<file path="src/rtl/ilb_pkg.sv">
package ilb_pkg;

  // Advance a ring index by n positions, with n never above total.
  function automatic int ring_add(input int v, input int n, input int total);
    int s;
    s = v + n;
    if (s >= total) s = s - total;
    return s;
  endfunction

  // Distance from 'from_w' forward to 'to_w' on a ring of 'total' entries.
  function automatic int ring_gap(input int to_w, input int from_w, input int total);
    int d;
    d = to_w - from_w;
    if (d < 0) d = d + total;
    return d;
  endfunction

endpackage

</file>
<file path="src/rtl/ilb_slots.sv">
module ilb_slots #(
  parameter int DEPTH     = 4,
  parameter int TAG_W     = 28,
  parameter int LINE_BITS = 128,
  parameter int SLOT_W    = 2
) (
  input  logic                                clk,
  input  logic                                rst_n,
  input  logic                                clr,
  input  logic                                alloc_en,
  input  logic [SLOT_W-1:0]                   alloc_idx,
  input  logic [TAG_W-1:0]                    alloc_tag,
  input  logic                                ret_valid,
  input  logic [TAG_W-1:0]                    ret_tag,
  input  logic [LINE_BITS-1:0]                ret_data,
  input  logic                                rel_en,
  input  logic [SLOT_W-1:0]                   rel_idx,
  output logic [DEPTH-1:0]                    resv,
  output logic [DEPTH-1:0]                    bufd,
  output logic [DEPTH-1:0][TAG_W-1:0]         tags,
  output logic [DEPTH-1:0][LINE_BITS-1:0]     data,
  output logic                                ret_hit
);

  logic [DEPTH-1:0] hits;

  for (genvar i = 0; i < DEPTH; i++) begin : g_slot
    logic                 r_q;
    logic                 b_q;
    logic [TAG_W-1:0]     t_q;
    logic [LINE_BITS-1:0] d_q;

    assign hits[i] = ret_valid && r_q && (t_q == ret_tag);

    always_ff @(posedge clk) begin
      if (!rst_n) begin
        r_q <= 1'b0;
        b_q <= 1'b0;
        t_q <= '0;
      end else if (clr) begin
        r_q <= 1'b0;
        b_q <= 1'b0;
      end else begin
        if (alloc_en && alloc_idx == SLOT_W'(i)) begin
          r_q <= 1'b1;
          t_q <= alloc_tag;
        end
        if (hits[i]) begin
          r_q <= 1'b0;
          b_q <= 1'b1;
        end
        if (rel_en && rel_idx == SLOT_W'(i)) b_q <= 1'b0;
      end
    end

    always_ff @(posedge clk) begin
      if (hits[i] && !clr) d_q <= ret_data;
    end

    assign resv[i] = r_q;
    assign bufd[i] = b_q;
    assign tags[i] = t_q;
    assign data[i] = d_q;
  end

  assign ret_hit = |hits;

  // a reservation only ever lands on a free slot
  assert_alloc_free_R2: assert property (@(posedge clk) disable iff (!rst_n)
    alloc_en |-> (!resv[alloc_idx] && !bufd[alloc_idx]));

  // flush leaves no slot reserved or buffered
  assert_flush_empties_R4: assert property (@(posedge clk) disable iff (!rst_n)
    clr |=> (resv == '0 && bufd == '0));

  // a matching reply turns its slot buffered
  assert_reply_fills_R10: assert property (@(posedge clk) disable iff (!rst_n)
    (ret_hit && !clr) |=> ((bufd & $past(hits)) == $past(hits)));

  // an unmatched reply leaves buffered state untouched
  assert_stray_reply_R10: assert property (@(posedge clk) disable iff (!rst_n)
    (ret_valid && !ret_hit && !clr && !rel_en) |=> $stable(bufd));

endmodule

</file>
<file path="src/rtl/ilb_reader.sv">
module ilb_reader
  import ilb_pkg::*;
#(
  parameter int DEPTH     = 4,
  parameter int WPL       = 4,
  parameter int SLOT_W    = 2,
  parameter int WOFF_W    = 2,
  parameter int LINE_BITS = 128
) (
  input  logic                            clk,
  input  logic                            rst_n,
  input  logic                            clr,
  input  logic                            load_en,
  input  logic [WOFF_W-1:0]               load_word,
  input  logic [DEPTH-1:0]                bufd,
  input  logic [SLOT_W-1:0]               head,
  input  logic [DEPTH-1:0][LINE_BITS-1:0] data,
  input  logic                            inst_ready,
  input  logic                            inst_is64,
  output logic                            inst_valid,
  output logic [63:0]                     inst_word,
  output logic                            split
);

  localparam int BUF_WORDS = DEPTH * WPL;
  localparam int RP_W      = SLOT_W + WOFF_W;

  logic [RP_W-1:0]   rd_q;
  logic [RP_W-1:0]   hi_ptr;
  logic [SLOT_W-1:0] newest;
  logic              have;
  logic              take;
  int                unread;

  // Newest buffered line, found by walking the ring from its oldest slot
  always_comb begin
    have   = 1'b0;
    newest = '0;
    for (int k = 0; k < DEPTH; k++) begin
      logic [SLOT_W-1:0] idx;
      idx = SLOT_W'(ring_add(int'(head), k, DEPTH));
      if (bufd[idx]) begin
        have   = 1'b1;
        newest = idx;
      end
    end
  end

  assign unread = have ? ring_gap((int'(newest) + 1) * WPL, int'(rd_q), BUF_WORDS) : 0;

  assign inst_valid = have && (unread >= 2);
  assign take       = inst_valid && inst_ready;
  assign split      = (rd_q == RP_W'(BUF_WORDS - 1));
  assign hi_ptr     = RP_W'(ring_add(int'(rd_q), 1, BUF_WORDS));

  assign inst_word = {
    data[hi_ptr[RP_W-1:WOFF_W]][{hi_ptr[WOFF_W-1:0], 5'b0} +: 32],
    data[rd_q[RP_W-1:WOFF_W]][{rd_q[WOFF_W-1:0], 5'b0} +: 32]
  };

  always_ff @(posedge clk) begin
    if (!rst_n) begin
      rd_q <= '0;
    end else if (clr) begin
      rd_q <= '0;
    end else if (load_en) begin
      rd_q <= RP_W'(load_word);
    end else if (take) begin
      rd_q <= RP_W'(ring_add(int'(rd_q), inst_is64 ? 2 : 1, BUF_WORDS));
    end
  end

  // nothing is offered while no line is buffered
  assert_empty_no_inst_R7: assert property (@(posedge clk) disable iff (!rst_n)
    (bufd == '0) |-> !inst_valid);

  // an unaccepted instruction is presented again unchanged
  assert_hold_word_R8: assert property (@(posedge clk) disable iff (!rst_n)
    (inst_valid && !inst_ready && !clr && !load_en) |=> $stable(inst_word));

  // a split read leaves the pointer at the ring start
  assert_split_wraps_R11: assert property (@(posedge clk) disable iff (!rst_n)
    (take && split && !clr) |=> (rd_q < RP_W'(2)));

endmodule

</file>
<file path="src/rtl/ilb_line_buffer.sv">
module ilb_line_buffer
  import ilb_pkg::*;
#(
  parameter int ADDR_W     = 32,
  parameter int LINE_BYTES = 16,
  parameter int DEPTH      = 4
) (
  input  logic                    clk,
  input  logic                    rst_n,
  input  logic [ADDR_W-1:0]       pc,
  input  logic                    flush,
  output logic [ADDR_W-1:0]       fetch_addr,
  output logic                    fetch_ok,
  input  logic                    fetch_issue,
  input  logic                    ret_valid,
  input  logic [ADDR_W-1:0]       ret_addr,
  input  logic [LINE_BYTES*8-1:0] ret_data,
  output logic                    inst_valid,
  input  logic                    inst_ready,
  input  logic                    inst_is64,
  output logic [63:0]             inst_word
);

  localparam int OFF_W     = $clog2(LINE_BYTES);
  localparam int WOFF_W    = OFF_W - 2;
  localparam int WPL       = LINE_BYTES / 4;
  localparam int TAG_W     = ADDR_W - OFF_W;
  localparam int SLOT_W    = $clog2(DEPTH);
  localparam int LINE_BITS = LINE_BYTES * 8;

  logic [DEPTH-1:0]                resv;
  logic [DEPTH-1:0]                bufd;
  logic [DEPTH-1:0][TAG_W-1:0]     tags;
  logic [DEPTH-1:0][LINE_BITS-1:0] data;
  logic                            ret_hit;

  logic [SLOT_W-1:0] head_q;
  logic [SLOT_W-1:0] tail_q;
  logic [TAG_W-1:0]  last_line_q;
  logic              restart_q;

  logic [TAG_W-1:0]  pc_tag;
  logic              occupied;
  logic              full;
  logic              issue;
  logic              rel;
  logic              pc_resv;
  logic              pc_hit;
  logic [SLOT_W-1:0] pc_idx;
  logic              load_en;
  logic [WOFF_W-1:0] load_word;
  logic              split;
  logic              unused_low;

  assign unused_low = ^{pc[1:0], ret_addr[OFF_W-1:0], ret_hit, split};

  assign pc_tag     = pc[ADDR_W-1:OFF_W];
  assign occupied   = |(resv | bufd);
  assign full       = &(resv | bufd);
  assign fetch_ok   = !full;
  assign fetch_addr = {(occupied ? last_line_q + TAG_W'(1) : pc_tag), {OFF_W{1'b0}}};
  assign issue      = fetch_issue && fetch_ok && !flush;

  // Where the program counter's line sits in the ring
  always_comb begin
    pc_resv = 1'b0;
    pc_hit  = 1'b0;
    pc_idx  = '0;
    for (int i = 0; i < DEPTH; i++) begin
      if (resv[i] && tags[i] == pc_tag) pc_resv = 1'b1;
      if (bufd[i] && tags[i] == pc_tag) begin
        pc_hit = 1'b1;
        pc_idx = SLOT_W'(i);
      end
    end
  end

  assign rel       = full && !pc_resv && pc_hit && (pc_idx != head_q) && !flush;
  assign load_en   = issue && !occupied;
  assign load_word = restart_q ? pc[OFF_W-1:2] : '0;

  always_ff @(posedge clk) begin
    if (!rst_n) begin
      head_q      <= '0;
      tail_q      <= '0;
      last_line_q <= '0;
      restart_q   <= 1'b0;
    end else if (flush) begin
      head_q    <= '0;
      tail_q    <= '0;
      restart_q <= 1'b1;
    end else begin
      if (issue) begin
        tail_q      <= SLOT_W'(ring_add(int'(tail_q), 1, DEPTH));
        last_line_q <= pc_tag_or_next();
        if (!occupied) restart_q <= 1'b0;
      end
      if (rel) head_q <= SLOT_W'(ring_add(int'(head_q), 1, DEPTH));
    end
  end

  function automatic logic [TAG_W-1:0] pc_tag_or_next();
    return fetch_addr[ADDR_W-1:OFF_W];
  endfunction

  ilb_slots #(
    .DEPTH(DEPTH), .TAG_W(TAG_W), .LINE_BITS(LINE_BITS), .SLOT_W(SLOT_W)
  ) u_slots (
    .clk(clk), .rst_n(rst_n), .clr(flush),
    .alloc_en(issue), .alloc_idx(tail_q), .alloc_tag(fetch_addr[ADDR_W-1:OFF_W]),
    .ret_valid(ret_valid), .ret_tag(ret_addr[ADDR_W-1:OFF_W]), .ret_data(ret_data),
    .rel_en(rel), .rel_idx(head_q),
    .resv(resv), .bufd(bufd), .tags(tags), .data(data), .ret_hit(ret_hit)
  );

  ilb_reader #(
    .DEPTH(DEPTH), .WPL(WPL), .SLOT_W(SLOT_W), .WOFF_W(WOFF_W), .LINE_BITS(LINE_BITS)
  ) u_reader (
    .clk(clk), .rst_n(rst_n), .clr(flush),
    .load_en(load_en), .load_word(load_word),
    .bufd(bufd), .head(head_q), .data(data),
    .inst_ready(inst_ready), .inst_is64(inst_is64),
    .inst_valid(inst_valid), .inst_word(inst_word), .split(split)
  );

  // a release always hands a free slot back to fetch
  assert_release_frees_R6: assert property (@(posedge clk) disable iff (!rst_n)
    rel |=> fetch_ok);

  // each issue moves the next request one line forward
  assert_next_line_R3: assert property (@(posedge clk) disable iff (!rst_n)
    issue |=> (fetch_addr == $past(fetch_addr) + ADDR_W'(LINE_BYTES)));

  // a flush withdraws any offered instruction
  assert_flush_quiets_R4: assert property (@(posedge clk) disable iff (!rst_n)
    flush |=> !inst_valid);

endmodule

</file>
<file path="config.mk">
export PLATFORM = sky130hd
export DESIGN_NAME = ilb_line_buffer
export DESIGN_NICKNAME = d
export VERILOG_FILES = /design/src/rtl/ilb_pkg.sv /design/src/rtl/ilb_slots.sv /design/src/rtl/ilb_reader.sv /design/src/rtl/ilb_line_buffer.sv
export SDC_FILE = /design/constraint.sdc
export NUM_CORES = 1
export LEC_CHECK = 0
export ABC_AREA = 1
export ABC_CLOCK_PERIOD_IN_PS = 19000
export BUFFER_PORTS_ARGS = -buffer_cell sky130_fd_sc_hd__buf_2
export CORE_MARGIN = 3
export CORE_UTILIZATION = 57
export CTS_CLUSTER_SIZE = 28
export DETAILED_ROUTE_END_ITERATION = 7
export PLACE_DENSITY_LB_ADDON = 0.25
export SETUP_SLACK_MARGIN = 0.02
export SYNTH_ARGS = -nofsm -noshare
export SYNTH_HDL_FRONTEND = slang
export SYNTH_SLANG_ARGS = --single-unit
</file>
<file path="constraint.sdc">
create_clock -name clk -period 19 [get_ports clk]
set_clock_uncertainty 0.1 [all_clocks]
set_input_delay 0.95 -clock clk [delete_from_list [all_inputs] [get_ports clk]]
set_output_delay 0.95 -clock clk [all_outputs]
set_load 0.05 [all_outputs]
</file>
==> qor.log <==
INFO  detailed_routing drt.antenna.violating_nets=0
INFO  critical_path  start_kind=flip-flop
INFO  critical_path  worstSetupEndpointType=output pin
INFO  placement      hpwlAfterDp=73,600microns
INFO  cts            cts_setup_buffers=0
INFO  cts            cts-root-to-sink-buffers=3
INFO  floorplan      design.core.area=0.0618sqmm
INFO  floorplan      dieHeight=256microns
INFO  critical_path  crit_chain=buf_4 -> ha_1 -> xnor2_4 -> buf_12 -> buf_4 -> nand2_1 -> a31oi_1 -> o21ai_0 -> o21ai_0 -> nor2_1 -> a31oi_1 -> buf_2
INFO  pwr            p_per_area=81.3mW/mm^2
INFO  yosys          post_synth_instance_area=0.0357sqmm
INFO  final_layout   layout-drive-gt1-share=0.131
INFO  grt            pin_count_of_the_biggest_net_entering_global_routing=240
INFO  cts            ctsHtreeMaxLevel=3
INFO  detailed_routing wirelength_met1=44,500microns
INFO  detailed_routing dr_wl_met3=11,600microns
INFO  timing         setup_viol_count_final=0
INFO  pwr            power.static_leakage=15.6nW
INFO  yosys          synthesis.instances=4,053
INFO  detailed_routing highest_layer=met5
INFO  final_layout   area.growth.synth_to_final=11.2%
INFO  cts            clock-root-buffer=sky130_fd_sc_hd__clkbuf_16
INFO  grt            total_overflow_reported_by_the_global_router=0
INFO  timing         max-slew-margin-rel=0.197
INFO  cts            post_cts_resized=0
INFO  floorplan      start_util=0.577
INFO  timing         worst-slew-pin-transition=1.19ns
INFO  detailed_routing final_routed_drc_violation_total=0
INFO  critical_path  timing.critical_path.from=u_reader.rd_q[0]
INFO  cts            cts-buffers-inserted=73
INFO  detailed_routing vias_per_cell=6.05
INFO  detailed_routing routed_wl=113,000microns
INFO  hold_path      hold_start=last_line_q[0]
INFO  yosys          post-synth-top-count-cell=sky130_fd_sc_hd__o21ai_0
INFO  yosys          asyncSetResetFlopFracSynth=0
INFO  critical_path  data_arrival_time_at_the_worst_slack_endpoint=5.54ns
INFO  hold_path      hold_path_class=reg -> reg
INFO  critical_path  r2r_end=u_reader.rd_q[0]
INFO  grt            grt_usage=0.331
INFO  cts            cts-hold-fix-buffers=0
INFO  cts            tritoncts=yes
INFO  floorplan      die_width=256microns
INFO  yosys          ys.warnings.count=0
INFO  yosys          ys_dominant_reg_cell=sky130_fd_sc_hd__edfxtp_1
INFO  cts            clkSinkCount=669
INFO  timing         hold_vio_cnt_final=0
INFO  cts            clkSlewWorstSetupHoldPaths=0.06ns
INFO  critical_path  critical_path_required=17.95ns
INFO  critical_path  reg_to_reg_setup_timing_slack=14.04ns
INFO  floorplan      num_rows=91
INFO  timing         final_min_period_over_clock_period=0.347
INFO  cts            insertion_delay=0.62ns
INFO  grt            number_of_antenna_violations_at_the_first_check_in_global_routing=32
INFO  yosys          synth_largest_type_area_fraction=0.431
INFO  critical_path  worst-r2r-cell-count=11
INFO  final_layout   fin_util=0.641
INFO  yosys          synth-edff-count=512
INFO  timing         max_clock_freq=0.152GHz
INFO  detailed_routing route.vias.total=30,800
INFO  placement      io_buffer_count=286
INFO  grt            vias_in_the_first_global_route=27,700
INFO  detailed_routing wl_per_cell=22.1microns
INFO  timing         setup_tns=0ns
INFO  critical_path  crit_path_end=inst_word[39]
INFO  critical_path  critical_path.reg2reg.startpoint=u_reader.rd_q[0]
INFO  timing         layout_min_cycle_time=6.59ns
INFO  grt            grt_pass1_wl=167,000microns
INFO  pwr            peak_supply_drop=0.0782mV
INFO  floorplan      die_area=0.0656sqmm
INFO  yosys          post_synth.cell_area_avg=8.80squm
INFO  timing         finalHoldWorstSlack=0.407ns
INFO  status         status=finished clean
INFO  critical_path  worst-setup-path-type=reg -> out
INFO  detailed_routing length_of_routed_met2_wiring=51,400microns
INFO  final_layout   design.final.nets=4,397
INFO  yosys          synth_cell_type_count=56
INFO  placement      gp_congestion=1.04
INFO  yosys          register_area_share_after_synthesis=0.519
INFO  detailed_routing first_iter_violations=3,851
INFO  run            max_cap_viols=0
INFO  yosys          synth_top_area_cell=sky130_fd_sc_hd__edfxtp_1
INFO  yosys          synth_top_cells_by_area=sky130_fd_sc_hd__edfxtp_1 43%, sky130_fd_sc_hd__o21ai_0 9.9%, sky130_fd_sc_hd__dfxtp_1 8.8%
INFO  critical_path  crit_path_max_incr_delay=0.93ns
INFO  critical_path  slowest_stage_cell_cp=sky130_fd_sc_hd__buf_4
INFO  floorplan      floorplan.io_pins=297
INFO  yosys          synth_common_cells=706 x sky130_fd_sc_hd__o21ai_0, 639 x sky130_fd_sc_hd__nand2_1, 512 x sky130_fd_sc_hd__edfxtp_1
INFO  timing         slew_viol_final=0
INFO  timing         grt_setup_unrepaired=no
INFO  detailed_routing drt_pre_antenna_iters=7
INFO  critical_path  timing.critical_path.fanout_max=239
INFO  yosys          synth.ff_latch_count=669
## logic make-up after synthesis
| group | synth area share |
|---|---|
| AO/OA/AOI/OAI | 0.214 |
| AND/OR/NAND/NOR | 0.126 |
| buffers and inverters | 0.0832 |
| flip-flops | 0.519 |
| XOR/XNOR | 0.0302 |
| multiplexers | 0.0193 |
| adder cells (fa/ha/maj) | 0.00765 |
| other | 0.000105 |
## metrics by stage
step	worst slack (ns)	std cells	area [sq um]	power, mW
CTS	12.39	5067	39600	3.23
global placement	13.13	4940	37300	1.89
global route	12.00	5079	39600	3.31
detailed placement	13.06	4940	37300	1.89
floorplan	11.05	4056	35700	1.78
finish	12.41	5091	39600	3.22
## per-layer routing
| metal | GRT usage | vias to the layer above |
|---|---|---|
| met5 | 0 | - |
| li1 | - | 14300 |
| met1 | 0.445 | 14600 |
| met3 | 0.0755 | 287 |
| met2 | 0.516 | 1594 |
| met4 | 0.149 | 22 |
## cell type report
cell class,count,area (sq um)
diodes,24,60.1
clock buffers,95,1940
clock inverters,32,317
fillers,5179,22200
inverters,463,1740
multi-input cells,2645,14200
flip-flops and latches,669,18500
well taps,837,1050
repair buffers,326,1760
## cell usage in the layout, fill, tap and decap left out, types with 19 or more instances in the layout
| master | instances |
|---|---|
| sky130_fd_sc_hd__buf_4 | 38 |
| sky130_fd_sc_hd__or2_2 | 20 |
| sky130_fd_sc_hd__xnor2_1 | 88 |
| sky130_fd_sc_hd__o22ai_1 | 19 |
| sky130_fd_sc_hd__clkbuf_16 | 73 |
| sky130_fd_sc_hd__nand4_1 | 24 |
| sky130_fd_sc_hd__nand3_1 | 48 |
| sky130_fd_sc_hd__o221ai_1 | 59 |
| sky130_fd_sc_hd__a31oi_1 | 55 |
| sky130_fd_sc_hd__buf_2 | 286 |
| sky130_fd_sc_hd__o21ai_0 | 706 |
| sky130_fd_sc_hd__a21oi_1 | 299 |
| sky130_fd_sc_hd__inv_1 | 455 |
| sky130_fd_sc_hd__nor2_1 | 279 |
| sky130_fd_sc_hd__edfxtp_1 | 512 |
| sky130_fd_sc_hd__xor2_1 | 32 |
| sky130_fd_sc_hd__nand2_1 | 639 |
| sky130_fd_sc_hd__diode_2 | 24 |
| sky130_fd_sc_hd__o211ai_1 | 132 |
| sky130_fd_sc_hd__dfxtp_1 | 153 |
| sky130_fd_sc_hd__clkbuf_1 | 19 |
| sky130_fd_sc_hd__mux2_2 | 61 |
## registers in the layout (all words and copies together), names as in the netlist
register,count
u_reader.rd_q,4
u_slots.g_slot.d_q,512
restart_q,1
u_slots.g_slot.b_q,4
tail_q,2
u_slots.g_slot.t_q,112
last_line_q,28
u_slots.g_slot.r_q,4
head_q,2
## power by group
group          internal (mW)  switching, mW
Sequential              1.58         0.0147
Combinational         0.0713          0.196
Clock                  0.777          0.580
Total                   2.43          0.791
## worst max-delay path: cells and delay by family, from the launching register on
family | cells | cell delay [ns]
buf+inv | 4 | 2.57
xor+xnor | 1 | 0.15
compound gates | 4 | 0.75
fa+ha+maj | 1 | 0.36
simple gates | 2 | 0.21
flops | 1 | 0.69
## worst min-delay path by stage
stage | endpoint | slack [ns] | cells past startpoint
final | last_line_q[0] | 0.41 | 2
after global routing | u_slots.g_slot[1].d_q[54] | 0.41 | 1
after CTS | u_slots.g_slot[0].d_q[101] | 0.39 | 1
after detailed placement | u_slots.g_slot[2].t_q[4] | 0.39 | 2
after global placement | u_slots.g_slot[2].t_q[4] | 0.39 | 2
after floorplan | u_slots.g_slot[2].t_q[4] | 0.37 | 2
Note: power is estimated with default switching activity, not from simulation.
